## src/rtl/synth_prog_pkg.sv

```systemverilog
package synth_prog_pkg;

  typedef enum logic [1:0] {
    DEST_DIV   = 2'd0,
    DEST_REF   = 2'd1,
    DEST_CTRL  = 2'd2,
    DEST_NOISE = 2'd3
  } destSel_t;

  typedef struct packed {
    logic shiftEn;
    logic dataBit;
    logic loadDiv;
    logic loadRef;
    logic loadCtrl;
    logic loadNoise;
  } progStrb_t;

endpackage

```

## src/rtl/sp_sync_edge.sv

```systemverilog
module sp_sync_edge #(
  parameter int STAGES = 2
) (
  input  logic clk,
  input  logic rstN,
  input  logic asyncIn,
  output logic level,
  output logic rise
);
  logic [STAGES-1:0] chain;
  logic prevLevel;

  always_ff @(posedge clk or negedge rstN) begin
    if (!rstN) begin
      chain     <= '0;
      prevLevel <= 1'b0;
    end else begin
      chain     <= {chain[STAGES-2:0], asyncIn};
      prevLevel <= chain[STAGES-1];
    end
  end

  assign level = chain[STAGES-1];
  assign rise  = chain[STAGES-1] & ~prevLevel;

  p_single_rise_r11: assert property (@(posedge clk) disable iff (!rstN)
    rise |=> !rise);
endmodule

```

## src/rtl/sp_ctrl.sv

```systemverilog
module sp_ctrl
  import synth_prog_pkg::*;
#(
  parameter int SYNC_STAGES = 2,
  parameter int ADDR_W      = 2
) (
  input  logic              clk,
  input  logic              rstN,
  input  logic              serClk,
  input  logic              serData,
  input  logic              latchEn,
  input  logic [ADDR_W-1:0] addrBits,
  output progStrb_t         strb
);
  localparam int N_LINES = 3;
  localparam int IDX_CLK = 0;
  localparam int IDX_DAT = 1;
  localparam int IDX_LE  = 2;

  logic [N_LINES-1:0] rawPins;
  logic [N_LINES-1:0] lineLvl;
  logic [N_LINES-1:0] lineRise;

  assign rawPins = {latchEn, serData, serClk};

  for (genvar g = 0; g < N_LINES; g++) begin : g_sync
    sp_sync_edge #(.STAGES(SYNC_STAGES)) sync_i (
      .clk    (clk),
      .rstN   (rstN),
      .asyncIn(rawPins[g]),
      .level  (lineLvl[g]),
      .rise   (lineRise[g])
    );
  end

  destSel_t dest;
  assign dest = destSel_t'(addrBits[1:0]);

  always_comb begin
    strb           = '0;
    strb.shiftEn   = lineRise[IDX_CLK];
    strb.dataBit   = lineLvl[IDX_DAT];
    if (lineRise[IDX_LE]) begin
      unique case (dest)
        DEST_DIV:   strb.loadDiv   = 1'b1;
        DEST_REF:   strb.loadRef   = 1'b1;
        DEST_CTRL:  strb.loadCtrl  = 1'b1;
        DEST_NOISE: strb.loadNoise = 1'b1;
        default:    strb.loadDiv   = 1'b0;
      endcase
    end
  end

  p_one_dest_r7: assert property (@(posedge clk) disable iff (!rstN)
    $onehot0({strb.loadDiv, strb.loadRef, strb.loadCtrl, strb.loadNoise}));
endmodule

```

## src/rtl/sp_datapath.sv

```systemverilog
module sp_datapath
  import synth_prog_pkg::*;
#(
  parameter int WORD_W = 24,
  parameter int ADDR_W = 2,
  parameter int INT_W  = 9,
  parameter int FRAC_W = 12,
  parameter int REF_W  = 4
) (
  input  logic              clk,
  input  logic              rstN,
  input  progStrb_t         strb,
  output logic [ADDR_W-1:0] addrBits,
  output logic [INT_W-1:0]  intDiv,
  output logic [FRAC_W-1:0] fracVal,
  output logic [REF_W-1:0]  refDiv,
  output logic [FRAC_W-1:0] modActive,
  output logic [WORD_W-1:0] ctrlWord,
  output logic [WORD_W-1:0] noiseWord,
  output logic              loadDivPulse,
  output logic              loadRefPulse,
  output logic              loadCtrlPulse,
  output logic              loadNoisePulse
);
  localparam int FRAC_LSB = ADDR_W;
  localparam int FRAC_MSB = FRAC_LSB + FRAC_W - 1;
  localparam int HI_LSB   = FRAC_MSB + 1;
  localparam int INT_MSB  = HI_LSB + INT_W - 1;
  localparam int REF_MSB  = HI_LSB + REF_W - 1;

  logic [WORD_W-1:0] shiftReg;
  logic [FRAC_W-1:0] modStaged;

  assign addrBits = shiftReg[ADDR_W-1:0];

  always_ff @(posedge clk or negedge rstN) begin
    if (!rstN) begin
      shiftReg <= '0;
    end else if (strb.shiftEn) begin
      shiftReg <= {shiftReg[WORD_W-2:0], strb.dataBit};
    end
  end

  always_ff @(posedge clk or negedge rstN) begin
    if (!rstN) begin
      intDiv    <= '0;
      fracVal   <= '0;
      refDiv    <= '0;
      modStaged <= '0;
      modActive <= '0;
      ctrlWord  <= '0;
      noiseWord <= '0;
    end else begin
      if (strb.loadDiv) begin
        intDiv    <= shiftReg[INT_MSB:HI_LSB];
        fracVal   <= shiftReg[FRAC_MSB:FRAC_LSB];
        modActive <= modStaged;
      end
      if (strb.loadRef) begin
        refDiv    <= shiftReg[REF_MSB:HI_LSB];
        modStaged <= shiftReg[FRAC_MSB:FRAC_LSB];
      end
      if (strb.loadCtrl)  ctrlWord  <= shiftReg;
      if (strb.loadNoise) noiseWord <= shiftReg;
    end
  end

  always_ff @(posedge clk or negedge rstN) begin
    if (!rstN) begin
      loadDivPulse   <= 1'b0;
      loadRefPulse   <= 1'b0;
      loadCtrlPulse  <= 1'b0;
      loadNoisePulse <= 1'b0;
    end else begin
      loadDivPulse   <= strb.loadDiv;
      loadRefPulse   <= strb.loadRef;
      loadCtrlPulse  <= strb.loadCtrl;
      loadNoisePulse <= strb.loadNoise;
    end
  end

  p_shift_in_r2: assert property (@(posedge clk) disable iff (!rstN)
    strb.shiftEn |=> shiftReg[0] == $past(strb.dataBit));
  p_mod_hold_r6: assert property (@(posedge clk) disable iff (!rstN)
    !strb.loadDiv |=> $stable(modActive));
  p_mod_take_r6: assert property (@(posedge clk) disable iff (!rstN)
    strb.loadDiv |=> modActive == $past(modStaged));
  p_ref_hold_r8: assert property (@(posedge clk) disable iff (!rstN)
    !strb.loadRef |=> $stable(refDiv) && $stable(modStaged));
  p_pulse_width_r7: assert property (@(posedge clk) disable iff (!rstN)
    loadDivPulse |=> !loadDivPulse);
endmodule

```

## src/rtl/synth_prog_loader.sv

```systemverilog
module synth_prog_loader
  import synth_prog_pkg::*;
#(
  parameter int WORD_W      = 24,
  parameter int ADDR_W      = 2,
  parameter int INT_W       = 9,
  parameter int FRAC_W      = 12,
  parameter int REF_W       = 4,
  parameter int SYNC_STAGES = 2
) (
  input  logic              clk,
  input  logic              rstN,
  input  logic              serClk,
  input  logic              serData,
  input  logic              latchEn,
  output logic [INT_W-1:0]  intDiv,
  output logic [FRAC_W-1:0] fracVal,
  output logic [REF_W-1:0]  refDiv,
  output logic [FRAC_W-1:0] modActive,
  output logic [WORD_W-1:0] ctrlWord,
  output logic [WORD_W-1:0] noiseWord,
  output logic              loadDivPulse,
  output logic              loadRefPulse,
  output logic              loadCtrlPulse,
  output logic              loadNoisePulse
);
  progStrb_t         strb;
  logic [ADDR_W-1:0] addrBits;

  sp_ctrl #(.SYNC_STAGES(SYNC_STAGES), .ADDR_W(ADDR_W)) ctrl_i (
    .clk(clk), .rstN(rstN), .serClk(serClk), .serData(serData),
    .latchEn(latchEn), .addrBits(addrBits), .strb(strb)
  );

  sp_datapath #(.WORD_W(WORD_W), .ADDR_W(ADDR_W), .INT_W(INT_W),
                .FRAC_W(FRAC_W), .REF_W(REF_W)) dp_i (
    .clk(clk), .rstN(rstN), .strb(strb), .addrBits(addrBits),
    .intDiv(intDiv), .fracVal(fracVal), .refDiv(refDiv),
    .modActive(modActive), .ctrlWord(ctrlWord), .noiseWord(noiseWord),
    .loadDivPulse(loadDivPulse), .loadRefPulse(loadRefPulse),
    .loadCtrlPulse(loadCtrlPulse), .loadNoisePulse(loadNoisePulse)
  );
endmodule

```

## config.mk

```make
export PLATFORM = sky130hd
export DESIGN_NAME = synth_prog_loader
export DESIGN_NICKNAME = d
export VERILOG_FILES = /design/src/rtl/synth_prog_pkg.sv /design/src/rtl/sp_sync_edge.sv /design/src/rtl/sp_ctrl.sv /design/src/rtl/sp_datapath.sv /design/src/rtl/synth_prog_loader.sv
export SDC_FILE = /design/constraint.sdc
export NUM_CORES = 1
export LEC_CHECK = 0
export ABC_AREA = 1
export ABC_CLOCK_PERIOD_IN_PS = 2500
export BUFFER_PORTS_ARGS = -buffer_cell sky130_fd_sc_hd__buf_2
export CAP_MARGIN = 40
export CORE_ASPECT_RATIO = 2
export CORE_MARGIN = 3
export CORE_UTILIZATION = 59
export CTS_CLUSTER_DIAMETER = 80
export CTS_CLUSTER_SIZE = 30
export DETAILED_ROUTE_END_ITERATION = 8
export HOLD_SLACK_MARGIN = 0.03
export PLACE_DENSITY = 0.83
export SYNTH_ARGS = -nofsm -noshare
export SYNTH_HDL_FRONTEND = slang
export SYNTH_SLANG_ARGS = --single-unit
```

## constraint.sdc

```tcl
create_clock -name clk -period 2.5 [get_ports clk]
set_input_delay 0.25 -clock clk [delete_from_list [all_inputs] [get_ports clk]]
set_output_delay 0.25 -clock clk [all_outputs]
set_load 0.05 [all_outputs]
```

After elaboration in Yosys (flattened, before gate mapping) --
Index checks and enable logic that the tools add are counted.
Operators by class: equality and inequality tests 3, muxes and demuxes 5, bitwise gates (word level) 4, reductions and logical operators 1
Operator list (count):
- $eq 2x2->1 const B | 2
- $mux 1 | 4
- $mux 4 | 1
- $and 1x1->1 | 2
- $eq 2x1->1 const B | 1
- $logic_not 2->1 | 1
- $not 1->1 | 2
Storage, ports and cells: register bits 133, input port bits 5, output and inout bits 89, word-level logic and storage cells 30

Longest topological paths before layout --
Gate-level depths: netlist of the first run.
word-level depth 3, mapped depth 7, gate-level depth less buffers 5

By module --
Synthesis of the first run repeated with hierarchy kept, for this count alone.
Second synthesis, totals: cell total of the unflattened synthesis 545, area, all modules 5171.2 µm²
By module, submodules not included:
- sp_datapath | times used 1, cells each 520, area an instance 4870.9 µm², seq. area each 3128.0 µm²
- sp_sync_edge | times used 3, cells each 5, area an instance 85.1 µm², seq. area each 75.1 µm²
- sp_ctrl | times used 1, cells each 10, area an instance 45.0 µm², seq. area each 0.0 µm²

Worst setup path before layout of the first run --
No wires, ideal clock.
path type register to register, start point register dp_i.shiftReg[1], end point register dp_i.fracVal[0], arrival 1.051 ns, path slack 1.330 ns, cell stages (with the launch flop) 6, buffers on the path 1, clock period less this slack 1.170 ns, path through dfrtp_1 -> nor2_2 -> nand2_2 -> buf_2 -> nand2_1 -> nand2_1
Between the ends: cells in the longest elaborated chain, start to end 3
RTL lines:
- from (decl) | line sp_datapath.sv:31 | logic [WORD_W-1:0] shiftReg;
- from (signal assigned) | line sp_datapath.sv:40 | shiftReg <= {shiftReg[WORD_W-2:0], strb.dataBit};
- $logic_not 2->1 | line sp_ctrl.sv:44 | unique case (dest)
- $mux 1 | line sp_ctrl.sv:44
- $mux 4 | line sp_ctrl.sv:43 | if (lineRise[IDX_LE]) begin
- to (signal assigned) | line sp_datapath.sv:56 | fracVal <= shiftReg[FRAC_MSB:FRAC_LSB];
- to (decl) | line sp_datapath.sv:15 | output logic [FRAC_W-1:0] fracVal,
Every way passes these cells. A chain may end at the register's enable or synchronous reset.

Worst setup path in the final report of the first run --
start point register ctrl_i.g_sync[0].sync_i.chain[1], end point register dp_i.shiftReg[0]
Between the ends: cells in the longest elaborated chain, start to end 1
RTL lines:
- from (decl) | line sp_sync_edge.sv:10 | logic [STAGES-1:0] chain;
- from (signal assigned) | line sp_sync_edge.sv:18 | chain <= {chain[STAGES-2:0], asyncIn};
- $and 1x1->1 | line sp_sync_edge.sv:24 | assign rise = chain[STAGES-1] & ~prevLevel;
Every way passes these cells.

==> metrics.md, run 1 <==
| Metric | Value |
|---|---|
| Fin cells | `746` |
| Count of final setup violators | `0` |
| Area contributors post-synth | `dfrtp_1, nand2_1, nand3_1` |
| Max IR drop VDD | `0.000698 V` |
| Setup crit end kind | `register` |
| Overall Global Routing Usage | `0.254` |
| Ys Warns | `0` |
| HPWL after detailed placement | `7480 µm` |
| Worst-Skew Late Latency | `0.41 ns` |
| Status | `finished clean` |
| CTS root buffer | `clkbuf_16` |
| Startpoint of the worst hold path | `ctrl_i.g_sync[2].sync_i.chain[0]` |
| CP max stage cell | `dfrtp_1` |
| Die height | `137 µm` |
| Critical Path AT | `2.21 ns` |
| Leakage power | `3.66 nW` |
| Cell Area, Synth | `5050 µm²` |
| Max Transition Viols Final | `0` |
| Sum Neg Setup Slack | `0 ns` |
| CTS max path bufs | `2` |
| Avg Inst Size Synth | `9.36 µm²` |
| Tcrit/Tclk final | `0.780` |
| Drt first pass iters | `7` |
| Initial antenna violation count | `0` |
| Critical path launch point type | `register` |
| Final hold violations | `0` |
| Crit path from | `ctrl_i.g_sync[0].sync_i.chain[1]` |
| Unrepaired setup endpoints after global routing | `no` |
| Vias in the first global route | `4039` |
| Drt total wl | `11900 µm` |
| Ports | `94` |
| Die area | `9780 µm²` |
| Num CTS Buffers | `17` |
| Final Total Pwr | `6.52 mW` |
| Largest net degree at the start of global routing | `80` |
| Critical Path RT | `2.76 ns` |
| R2R Path Start | `ctrl_i.g_sync[0].sync_i.chain[1]` |
| Core Area | `8290 µm²` |
| Post-layout nets | `641` |
| TritonCTS clock tree | `done` |
| Register area share after synthesis | `0.658` |
| Ys flop type | `dfrtp_1` |
| Post-synth EDFFs | `0` |
| DR iter-0 viols | `376` |
| Clk sinks | `133` |
| Peak Freq | `513 MHz` |
| Pwr/cell area | `1060 nW/µm²` |
| Commonest cells post-synth | `nand2_1, dfrtp_1, nand3_1` |
| GRT overflow | `0` |
| Worst hold path class | `register to register` |
| Slew margin rel. | `0.420` |
| Proportion of layout cells with a drive suffix above 1 | `0.210` |
| Final ANT Viol Nets | `0` |
| Via count | `4131` |
| Synth area leader | `dfrtp_1` |
| CP Buf/Inv Count | `0` |
| Critical path class | `register to register` |
| Syn Nets | `545` |
| Netlist cell types | `17` |
| Post-synth ARST share | `1.00` |
| Synthesized flop and latch total | `133` |
| Clock transition at the registers of the reported paths | `0.05 ns` |
| Wire length per cell | `15.9 µm` |
| Placed Cells | `711` |
| Initial Utilization | `0.610` |
| DRC viols | `0` |
| Worst Path Max Fanout | `29` |
| CP delay by family, top | `simple AND/OR/NAND/NOR gates` |
| Syn Inst Count | `540` |
| Count leader, synth | `nand2_1` |
| Number of port buffers | `93` |
| Worst clock skew | `0.00584 ns` |
| Die X | `71.5 µm` |
| Worst slew pin tran | `0.868 ns` |
| Crit path cell chain | `nand2_1, nor2_1, a21oi_1` |
| Diode count | `0` |
| Crit-path max cell delay | `0.76 ns` |
| Post-cts sizing count | `0` |
| Vias per cell | `5.54` |
| First-pass GRT wire length | `19000 µm` |
| Tmin final | `1.95 ns` |
| Site Rows | `47` |
| H-Tree Depth | `4` |
| GPL Wtd Cong | `0.796` |
| Area delta synth->final | `21.2%` |
| Yosys top cell area share | `0.658` |
| Max Cap Violations | `0` |
-- final timing paths --
check | end | slack (ns) | cells after the start
worst max register to register | dp_i.shiftReg[0] | 0.55 | 3
worst min-delay path | ctrl_i.g_sync[2].sync_i.chain[1] | 0.35 | 0
worst max-delay path | dp_i.shiftReg[0] | 0.55 | 3
max in group asynchronous | dp_i.modActive[2] | 1.25 | 3
worst min register to register | ctrl_i.g_sync[2].sync_i.chain[1] | 0.35 | 0
min in group asynchronous | dp_i.ctrlWord[17] | 0.44 | 2
-- worst register-to-register path: stages, from the launching register on --
cell     delay (ns)
dfrtp_1        0.76
nand2_1        0.70
nor2_1         0.28
a21oi_1        0.06
-- sequential cells by signal, summed over array words and instances (netlist names), 4 cells and up --
signal and cells:
dp_i.intDiv 9, dp_i.fracVal 12, dp_i.noiseWord 24, dp_i.ctrlWord 24, dp_i.refDiv 4, dp_i.modActive 12, dp_i.shiftReg 24, ctrl_i.g_sync.sync_i.chain 6
dp_i.modStaged 12
-- cells by family (layout without fill, tap and decap cells) --
group,count (synthesis),after routing,share of synthesized area
buffers and inverters,45,153,0.0433
DFF,133,133,0.658
AOI/OAI and AO/OA,5,5,0.00495
and+or+nand+nor,357,357,0.293
-- where the power goes --
group          total, mW  leakage, nW  internal (mW)  switching (mW)
Sequential          2.78         1.78           2.50           0.286
Clock               2.16        0.251           1.33           0.824
Combinational       1.58         1.63          0.323            1.25
Total               6.52         3.66           4.15            2.36
-- metal layers --
metal / global-route usage / vias up / wire length (µm)
li1: - / 1886 / -
met1: 0.300 / 2023 / 4540
met2: 0.426 / 175 / 6190
met3: 0.0537 / 47 / 687
met4: 0.142 / 0 / 434
met5: 0 / - / 0
-- area by class of cell --
class | count | area, µm²
Fill cell | 576 | 2160
Clock inverter | 4 | 22.5
Tap cell | 98 | 123
Clock buffer | 27 | 493
Inverter | 14 | 52.6
Timing Repair Buffer | 108 | 594
Multi-Input combinational cell | 362 | 1520
Sequential cell | 133 | 3330
-- repair_timing --
item / in CTS / in global routing
endpoints found under the hold margin: 79 / 0
buffers inserted: 0 / 0
hold buffers: 4 / 0
-- cells in the final DEF (no fill, tap or decap) --
| cell type | count |
|---|---|
| inv_1 | 13 |
| inv_2 | 1 |
| buf_6 | 1 |
| nor2_4 | 3 |
| dfrtp_1 | 133 |
| nor2_1 | 3 |
| nand2_2 | 1 |
| clkbuf_16 | 17 |
| clkbuf_8 | 3 |
| clkinv_2 | 3 |
| a21oi_1 | 2 |
| nand2_1 | 257 |
| nor2_2 | 2 |
| buf_2 | 92 |
| clkinvlp_4 | 1 |
| nand3_1 | 90 |
| buf_4 | 11 |
| o21ai_0 | 3 |
| dlygate4sd3_1 | 4 |
| nand2_4 | 1 |
| clkbuf_1 | 7 |
-- per-stage QoR --
stage                     instance area, µm²   util  hold WS (ns)  worst slack [ns]
after CTS                               6130  0.739         0.353             0.593
after global placement                  5570  0.672         0.314             0.731
final                                   6130  0.739         0.348             0.550
after detailed placement                5570  0.672         0.326             0.613
after floorplan                         5050      -       -0.0456              1.33
after global routing                    6130  0.739         0.358             0.312
Power figures use the tool's default switching activity.
==> inputs of run 2 (changes only) <==
Settings changed: ABC_AREA 1 to 0, ABC_CLOCK_PERIOD_IN_PS 2500 to 1900, CORE_UTILIZATION 59 to 54, PLACE_DENSITY 0.83 to 0.77.
Clock period 2.5 ns to 1.9 ns, I/O delays scaled along.
==> run 2 against run 1 <==
Sequential cell count unchanged. Sequential power grew 47%. Worst hold slack got worse by 0.062 ns. Die area grew 4.5%. Sequential share of layout area up 0.47 points. Critical path depth unchanged. Worst setup slack worse by 0.25 ns. Wire length down 24%. Clock power is 41% higher. Final area shrank 0.86%. Combinational power grew 97%. Core utilization decreased by 4.1 points.
==> metrics.md, run 2 <==
| Metric | Value |
|---|---|
| Diode count | `0 (unchanged)` |
| Worst-Skew Late Latency | `0.41 ns (about the same)` |
| Syn Inst Count | `273 (was 540)` |
| Switching power | `3.78 mW (was 2.36 mW)` |
| CP delay by family, top | `flip-flops (was simple AND/OR/NAND/NOR gates)` |
| Critical Path AT | `1.90 ns (was 2.21 ns)` |
| Die area | `10200 µm² (was 9780 µm²)` |
| Area contributors post-synth | `dfrtp_1, mux2_2, buf_6 (was dfrtp_1, nand2_1, nand3_1)` |
| Die height | `140 µm (was 137 µm)` |
| Max IR drop VDD | `0.00140 V (was 0.000698 V)` |
| Cell Area, Synth | `4850 µm² (was 5050 µm²)` |
| Ports | `94 (unchanged)` |
| Most frequent cells in the layout | `dfrtp_1, mux2_2, buf_2 (was nand2_1, dfrtp_1, buf_2)` |
| Pwr/cell area | `1690 nW/µm² (was 1060 nW/µm²)` |
| Peak Freq | `623 MHz (was 513 MHz)` |
| Number of port buffers | `93 (unchanged)` |
| Netlist cell types | `14 (was 17)` |
| Slew margin rel. | `0.672 (was 0.420)` |
| Setup crit end kind | `register (unchanged)` |
| Final Total Pwr | `10.2 mW (was 6.52 mW)` |
| Initial antenna violation count | `0 (unchanged)` |
| Num CTS Buffers | `17 (unchanged)` |
| Sum Neg Setup Slack | `0 ns (unchanged)` |
| CTS max path bufs | `2 (unchanged)` |
| Leakage power | `3.20 nW (was 3.66 nW)` |
| Syn Nets | `278 (was 545)` |
| Critical path class | `register to register (unchanged)` |
| HPWL after detailed placement | `5940 µm (was 7480 µm)` |
| Critical Path RT | `2.19 ns (was 2.76 ns)` |
| Die X | `73.0 µm (was 71.5 µm)` |
| Ys flop type | `dfrtp_1 (unchanged)` |
| H-Tree Depth | `4 (unchanged)` |
| Initial Utilization | `0.557 (was 0.610)` |
| Clock transition at the registers of the reported paths | `0.05 ns (about the same)` |
| First-pass GRT wire length | `15000 µm (was 19000 µm)` |
| Worst hold path class | `input pin to async pin (was register to register)` |
| Register area share after synthesis | `0.686 (was 0.658)` |
| Crit path cell chain | `nor4bb_4, buf_12, mux2_2 (was nand2_1, nor2_1, a21oi_1)` |
| Post-cts sizing count | `0 (unchanged)` |
| Count leader, synth | `dfrtp_1 (was nand2_1)` |
| Max Transition Viols Final | `0 (unchanged)` |
| Core Area | `8710 µm² (was 8290 µm²)` |
| Post-synth EDFFs | `0 (unchanged)` |
| Clk pwr share | `0.297 (was 0.331)` |
| Overall Global Routing Usage | `0.197 (was 0.254)` |
| Final ANT Viol Nets | `0 (unchanged)` |
| Worst slew pin tran | `0.493 ns (was 0.868 ns)` |
| Register area | `3330 µm² (unchanged)` |
| DRC viols | `0 (unchanged)` |
| Net Sw Frac | `0.368 (was 0.363)` |
| Post-layout nets | `391 (was 641)` |
| TritonCTS clock tree | `done (unchanged)` |
| Count of final setup violators | `0 (unchanged)` |
| R2R Path Start | `dp_i.shiftReg[0] (was ctrl_i.g_sync[0].sync_i.chain[1])` |
| Max Cap Violations | `0 (unchanged)` |
| Area of the multi-input gates | `1430 µm² (was 1520 µm²)` |
| Unrepaired setup endpoints after global routing | `no (unchanged)` |
| Combinational power share | `0.304 (was 0.242)` |
| Tmin final | `1.60 ns (was 1.95 ns)` |
| Proportion of layout cells with a drive suffix above 1 | `0.632 (was 0.210)` |
| Status | `finished clean (unchanged)` |
| Via count | `2652 (was 4131)` |
| Sequential power share | `0.399 (was 0.427)` |
| Worst reg2reg setup slack | `0.30 ns (was 0.55 ns)` |
| Tcrit/Tclk final | `0.845 (was 0.780)` |
| Wire length per cell | `18.2 µm (was 15.9 µm)` |
| Regs by FF count | `dp_i.ctrlWord: 24 flops, dp_i.noiseWord: 24 flops, dp_i.shiftReg: 24 flops (unchanged)` |
| Worst Path Max Fanout | `22 (was 29)` |
| Site Rows | `48 (was 47)` |
| Critical path launch point type | `register (unchanged)` |
| Synth area leader | `dfrtp_1 (unchanged)` |
| Vias in the first global route | `2915 (was 4039)` |
| CP max stage cell | `dfrtp_1 (unchanged)` |
| Drt first pass iters | `4 (was 7)` |
| Vias per cell | `5.34 (was 5.54)` |
| Clk sinks | `133 (unchanged)` |
| Post-synth ARST share | `1.00 (unchanged)` |
| Yosys top cell area share | `0.686 (was 0.658)` |
| CP Buf/Inv Count | `1 (was 0)` |
| Drt total wl | `9030 µm (was 11900 µm)` |
| Hold Slack | `0.286 ns (was 0.348 ns)` |
| Area delta synth->final | `25.3% (was 21.2%)` |
| CTS root buffer | `clkbuf_16 (unchanged)` |
| Most common cell after layout, fill and taps aside | `dfrtp_1 (was nand2_1)` |
| Reg2reg end | `dp_i.ctrlWord[12] (was dp_i.shiftReg[0])` |
| Largest net degree at the start of global routing | `54 (was 80)` |
| Int Power | `6.47 mW (was 4.15 mW)` |
| Synthesized flop and latch total | `133 (unchanged)` |
| Worst reg-to-reg path cell count | `3 (unchanged)` |
| Final hold violations | `0 (unchanged)` |
| Ys Warns | `0 (unchanged)` |
| DR iter-0 viols | `77 (was 376)` |
| GRT overflow | `0 (unchanged)` |
| # fillers | `578 (was 576)` |
| Avg Inst Size Synth | `17.8 µm² (was 9.36 µm²)` |
| Crit-path max cell delay | `0.47 ns (was 0.76 ns)` |
| Worst clock skew | `0.00548 ns (was 0.00584 ns)` |
| GPL Wtd Cong | `0.722 (was 0.796)` |
| Commonest cells post-synth | `dfrtp_1, mux2_2, buf_6 (was nand2_1, dfrtp_1, nand3_1)` |
[run 2: metrics by stage]
stage / setup slack, ns / instances / util / instance area (µm²)
floorplan: 0.336 / 273 / - / 4850
global placement: 0.337 / 463 / 0.629 / 5480
detailed placement: 0.286 / 463 / 0.629 / 5480
CTS: 0.281 / 497 / 0.698 / 6080
global route: 0.233 / 497 / 0.698 / 6080
finish: 0.295 / 497 / 0.698 / 6080
[run 2: worst register-to-register path: cells and delay by family (launching register included)]
| family | cells | cell delay, ns |
|---|---|---|
| buffers and inverters | 1 | 0.24 |
| and+or+nand+nor | 1 | 0.42 |
| muxes | 1 | 0.37 |
| DFF | 1 | 0.47 |
[run 2: cells by family (layout without fill, tap and decap cells)]
family | Yosys count | in the layout | share of synthesized area
flops | 133 | 133 | 0.686
buf+inv | 14 | 138 | 0.0230
simple gates | 9 | 9 | 0.0191
mux | 117 | 117 | 0.272
[run 2: worst max-delay path by stage]
stage	start	to	slack (ns)	cells past startpoint
final	dp_i.shiftReg[0]	dp_i.ctrlWord[12]	0.30	3
after global routing	dp_i.shiftReg[0]	dp_i.ctrlWord[18]	0.23	3
after CTS	dp_i.shiftReg[0]	dp_i.ctrlWord[12]	0.28	3
after detailed placement	dp_i.shiftReg[0]	dp_i.ctrlWord[12]	0.29	3
after global placement	dp_i.shiftReg[0]	dp_i.ctrlWord[10]	0.34	3
after floorplan	dp_i.shiftReg[1]	dp_i.fracVal[11]	0.34	3
[run 2: layer usage]
| layer | track usage | up-vias | wire length (µm) |
|---|---|---|---|
| met5 | 0 | - | 0 |
| met4 | 0.0788 | 0 | 138 |
| met3 | 0.0661 | 16 | 399 |
| met2 | 0.346 | 63 | 5100 |
| met1 | 0.210 | 1389 | 3390 |
| li1 | - | 1184 | - |
[run 2: cell type report]
class | count | share of cell area
Clock inverter | 4 | 0.00741
Multi-Input combinational cell | 126 | 0.235
Tap cell | 100 | 0.0206
Timing Repair Buffer | 107 | 0.105
Clock buffer | 26 | 0.0838
Inverter | 1 | 0.000618
Sequential cell | 133 | 0.548
[run 2: repair_timing]
action                                 in CTS  in global routing
hold buffers                                4                  0
endpoints found under the hold margin      53                  0
buffers inserted                            0                  0
[run 2: power groups by stage]
| stage | sequential [mW] | combinational (mW) | clock, mW |
|---|---|---|---|
| 4_1_cts | 4.11 | 3.16 | 3.09 |
| 6_report | 4.09 | 3.12 | 3.04 |
| 3_3_place_gp | 4.12 | 3.08 | 0 |
| 5_1_grt | 4.20 | 3.26 | 3.22 |
| 2_1_floorplan | 5.66 | 0.772 | 0 |
| 3_5_place_dp | 4.14 | 3.14 | 0 |
==> inputs of run 3 (changes only) <==
Settings changed: ABC_CLOCK_PERIOD_IN_PS 1900 to 1300, CORE_UTILIZATION 54 to 49, PLACE_DENSITY 0.77 to 0.74.
Clock period 1.9 ns to 1.3 ns, I/O delays scaled along.
==> run 3 against run 2 <==
Register-to-register slack lost 0.55 ns. Worst setup slack lost 0.55 ns. The flow now finishes with violations (negative setup slack). Critical path depth grew 1. Via count grew 3.1%. Non-clock buffer count grew 21. First-iteration DRC count grew 17%. Count of clock-buffer cells in the layout shrank 5. Global-route usage shrank 0.80 points. Power grew 51%. Sequential cell count is the same.
==> metrics.md, run 3 (synthesis gave the netlist of run 2 again) <==
| Metric | Value |
|---|---|
| Status | `finished, violations left (was finished clean)` |
| Failing checks | `negative setup slack` |
| Vias in the first global route | `3007 (was 2915)` |
| Worst setup margin | `-0.250 ns (was 0.295 ns)` |
| Area delta synth->final | `37.5% (was 25.3%)` |
| Core Area | `9510 µm² (was 8710 µm²)` |
| Initial antenna violation count | `0 (unchanged)` |
| Worst reg-to-reg path cell count | `4 (was 3)` |
| Most frequent cells in the layout | `dfrtp_1, buf_2, mux2_4 (was dfrtp_1, mux2_2, buf_2)` |
| Critical path launch point type | `register (unchanged)` |
| Pwr/cell area | `2320 nW/µm² (was 1690 nW/µm²)` |
| Crit path to | `dp_i.fracVal[1] (was dp_i.ctrlWord[12])` |
| Crit path from | `dp_i.shiftReg[1] (was dp_i.shiftReg[0])` |
| H-Tree Depth | `4 (unchanged)` |
| Max Transition Viols Final | `0 (unchanged)` |
| Crit path cell chain | `nor4b_4, buf_6, clkbuf_16, mux2_4 (was nor4bb_4, buf_12, mux2_2)` |
| Highest routed layer | `met4 (unchanged)` |
| Final ANT Viol Nets | `0 (unchanged)` |
| Number of port buffers | `93 (unchanged)` |
| Drt first pass iters | `4 (unchanged)` |
| Most common cell after layout, fill and taps aside | `dfrtp_1 (unchanged)` |
| DR WL met2 | `6150 µm (was 5100 µm)` |
| Count of final setup violators | `94 (was 0)` |
| Overall Global Routing Usage | `0.189 (was 0.197)` |
| Max Cap Violations | `0 (unchanged)` |
| R2R Path Start | `dp_i.shiftReg[1] (was dp_i.shiftReg[0])` |
| Setup crit end kind | `register (unchanged)` |
| TritonCTS clock tree | `done (unchanged)` |
| Critical Path RT | `1.58 ns (was 2.19 ns)` |
| Placed Cells | `496 (was 463)` |
| CTS max path bufs | `2 (unchanged)` |
| DRC viols | `0 (unchanged)` |
| Met3 wire len | `346 µm (was 399 µm)` |
| Reg2reg end | `dp_i.fracVal[1] (was dp_i.ctrlWord[12])` |
| Regs by FF count | `dp_i.ctrlWord: 24 flops, dp_i.noiseWord: 24 flops, dp_i.shiftReg: 24 flops (unchanged)` |
| Via count | `2735 (was 2652)` |
| Crit-path max cell delay | `0.44 ns (was 0.47 ns)` |
| HPWL after detailed placement | `6320 µm (was 5940 µm)` |
| Fin cells | `549 (was 497)` |
| Die X | `76.3 µm (was 73.0 µm)` |
| First-pass GRT wire length | `16200 µm (was 15000 µm)` |
| Worst-Skew Late Latency | `0.41 ns (about the same)` |
| Largest net degree at the start of global routing | `40 (was 54)` |
| Unrepaired setup endpoints after global routing | `yes (was no)` |
| Die area | `11200 µm² (was 10200 µm²)` |
| Site Rows | `50 (was 48)` |
| Leakage power | `3.46 nW (was 3.20 nW)` |
| Final hold violations | `0 (unchanged)` |
| Die height | `147 µm (was 140 µm)` |
| Post-Place Setup Slack | `-0.305 ns (was 0.286 ns)` |
| GPL Wtd Cong | `0.726 (was 0.722)` |
| Max IR drop VDD | `0.00157 V (was 0.00140 V)` |
| CP max stage cell | `dfrtp_2 (was dfrtp_1)` |
| Wire length per cell | `19.7 µm (was 18.2 µm)` |
| Vias per cell | `4.98 (was 5.34)` |
| Tmin final | `1.55 ns (was 1.60 ns)` |
| Initial Utilization | `0.510 (was 0.557)` |
| Worst reg2reg setup slack | `-0.25 ns (was 0.30 ns)` |
| Critical path class | `register to register (unchanged)` |
| Placed Area | `5680 µm² (was 5480 µm²)` |
| Worst slew pin tran | `0.305 ns (was 0.493 ns)` |
| GRT overflow | `0 (unchanged)` |
| Proportion of layout cells with a drive suffix above 1 | `0.666 (was 0.632)` |
| Ports | `94 (unchanged)` |
| Critical Path AT | `1.83 ns (was 1.90 ns)` |
| Met1 Wirelength | `4250 µm (was 3390 µm)` |
| Final Cell Area | `6670 µm² (was 6080 µm²)` |
| Drt total wl | `10800 µm (was 9030 µm)` |
| DR iter-0 viols | `90 (was 77)` |
| Diode count | `0 (unchanged)` |
| Clock transition at the registers of the reported paths | `0.05 ns (about the same)` |
| Peak Freq | `645 MHz (was 623 MHz)` |
| Worst clock skew | `0.00888 ns (was 0.00548 ns)` |
| Post-layout nets | `412 (was 391)` |
| CTS root buffer | `clkbuf_16 (unchanged)` |
| Sum Neg Setup Slack | `-16.94 ns (was 0 ns)` |
| Clk sinks | `133 (unchanged)` |
| Tcrit/Tclk final | `1.19 (was 0.845)` |
| Slew margin rel. | `0.797 (was 0.672)` |
| Worst hold path class | `input pin to async pin (unchanged)` |
| Worst Path Max Fanout | `6 (was 22)` |
| Num CTS Buffers | `17 (unchanged)` |
## run 3: changes by cell type in the layout (fill, tap and decap cells not counted), moves of 3 or more
cell / before / now
clkbuf_8: 5 / 2
buf_6: 1 / 10
mux2_2: 116 / 49
clkinv_2: 3 / 7
buf_4: 6 / 9
dfrtp_2: 0 / 4
dfrtp_1: 133 / 129
mux2_4: 0 / 67
clkbuf_16: 17 / 22
## run 3: timing repair
item                                   in CTS  in global routing
pin swaps                                   2                  2
resized for setup                          17                 35
endpoints found under the hold margin     136                  0
buffers inserted                            3                  6
hold buffers                                4                  0
gates cloned                                2                  7
setup endpoints to repair                  95                 95
## run 3: per-stage QoR
stage	util	power, mW	hold slack [ns]
final	0.701	15.5	0.171
after global routing	0.701	16.1	0.202
after CTS	0.667	15.2	0.175
after detailed placement	0.598	10.9	0.0336
after global placement	0.598	10.8	0.0286
after floorplan	-	9.62	-0.166
## run 3: worst min path at each step
stage | from | slack (ns) | to
2_1_floorplan | rstN | -0.17 | ctrl_i.g_sync[0].sync_i.chain[0]
3_3_place_gp | rstN | 0.03 | dp_i.loadNoisePulse
3_5_place_dp | rstN | 0.03 | dp_i.noiseWord[0]
4_1_cts | rstN | 0.17 | dp_i.intDiv[7]
5_1_grt | rstN | 0.20 | dp_i.noiseWord[0]
6_report | rstN | 0.17 | dp_i.intDiv[7]
## run 3: cell type report
class	instances	area, µm²
sequential	133	3330
inverter	1	3.75
multi-input combinational	126	1680
fill	664	2840
clock inverter	10	58.8
tap	130	163
clock buffer	21	460
timing repair buffer	128	968
## run 3: critical path: cells and delay by family, from the launching register on
kind,cells,cell delay (ns)
AND/OR/NAND/NOR,1,0.29
multiplexers,1,0.30
buffers and inverters,2,0.39
flip-flops,1,0.44
## run 3: routing by layer
metal | track usage | vias to the layer above
met5 | 0 | -
met4 | 0.0662 | 0
met3 | 0.0497 | 8
met2 | 0.348 | 64
met1 | 0.207 | 1435
li1 | - | 1228
## run 3: where the power goes
part	internal, mW	switching, mW	total, mW
clock	2.50	1.67	4.17
sequential	5.23	0.875	6.10
combinational	1.90	3.29	5.19
total	9.62	5.83	15.5
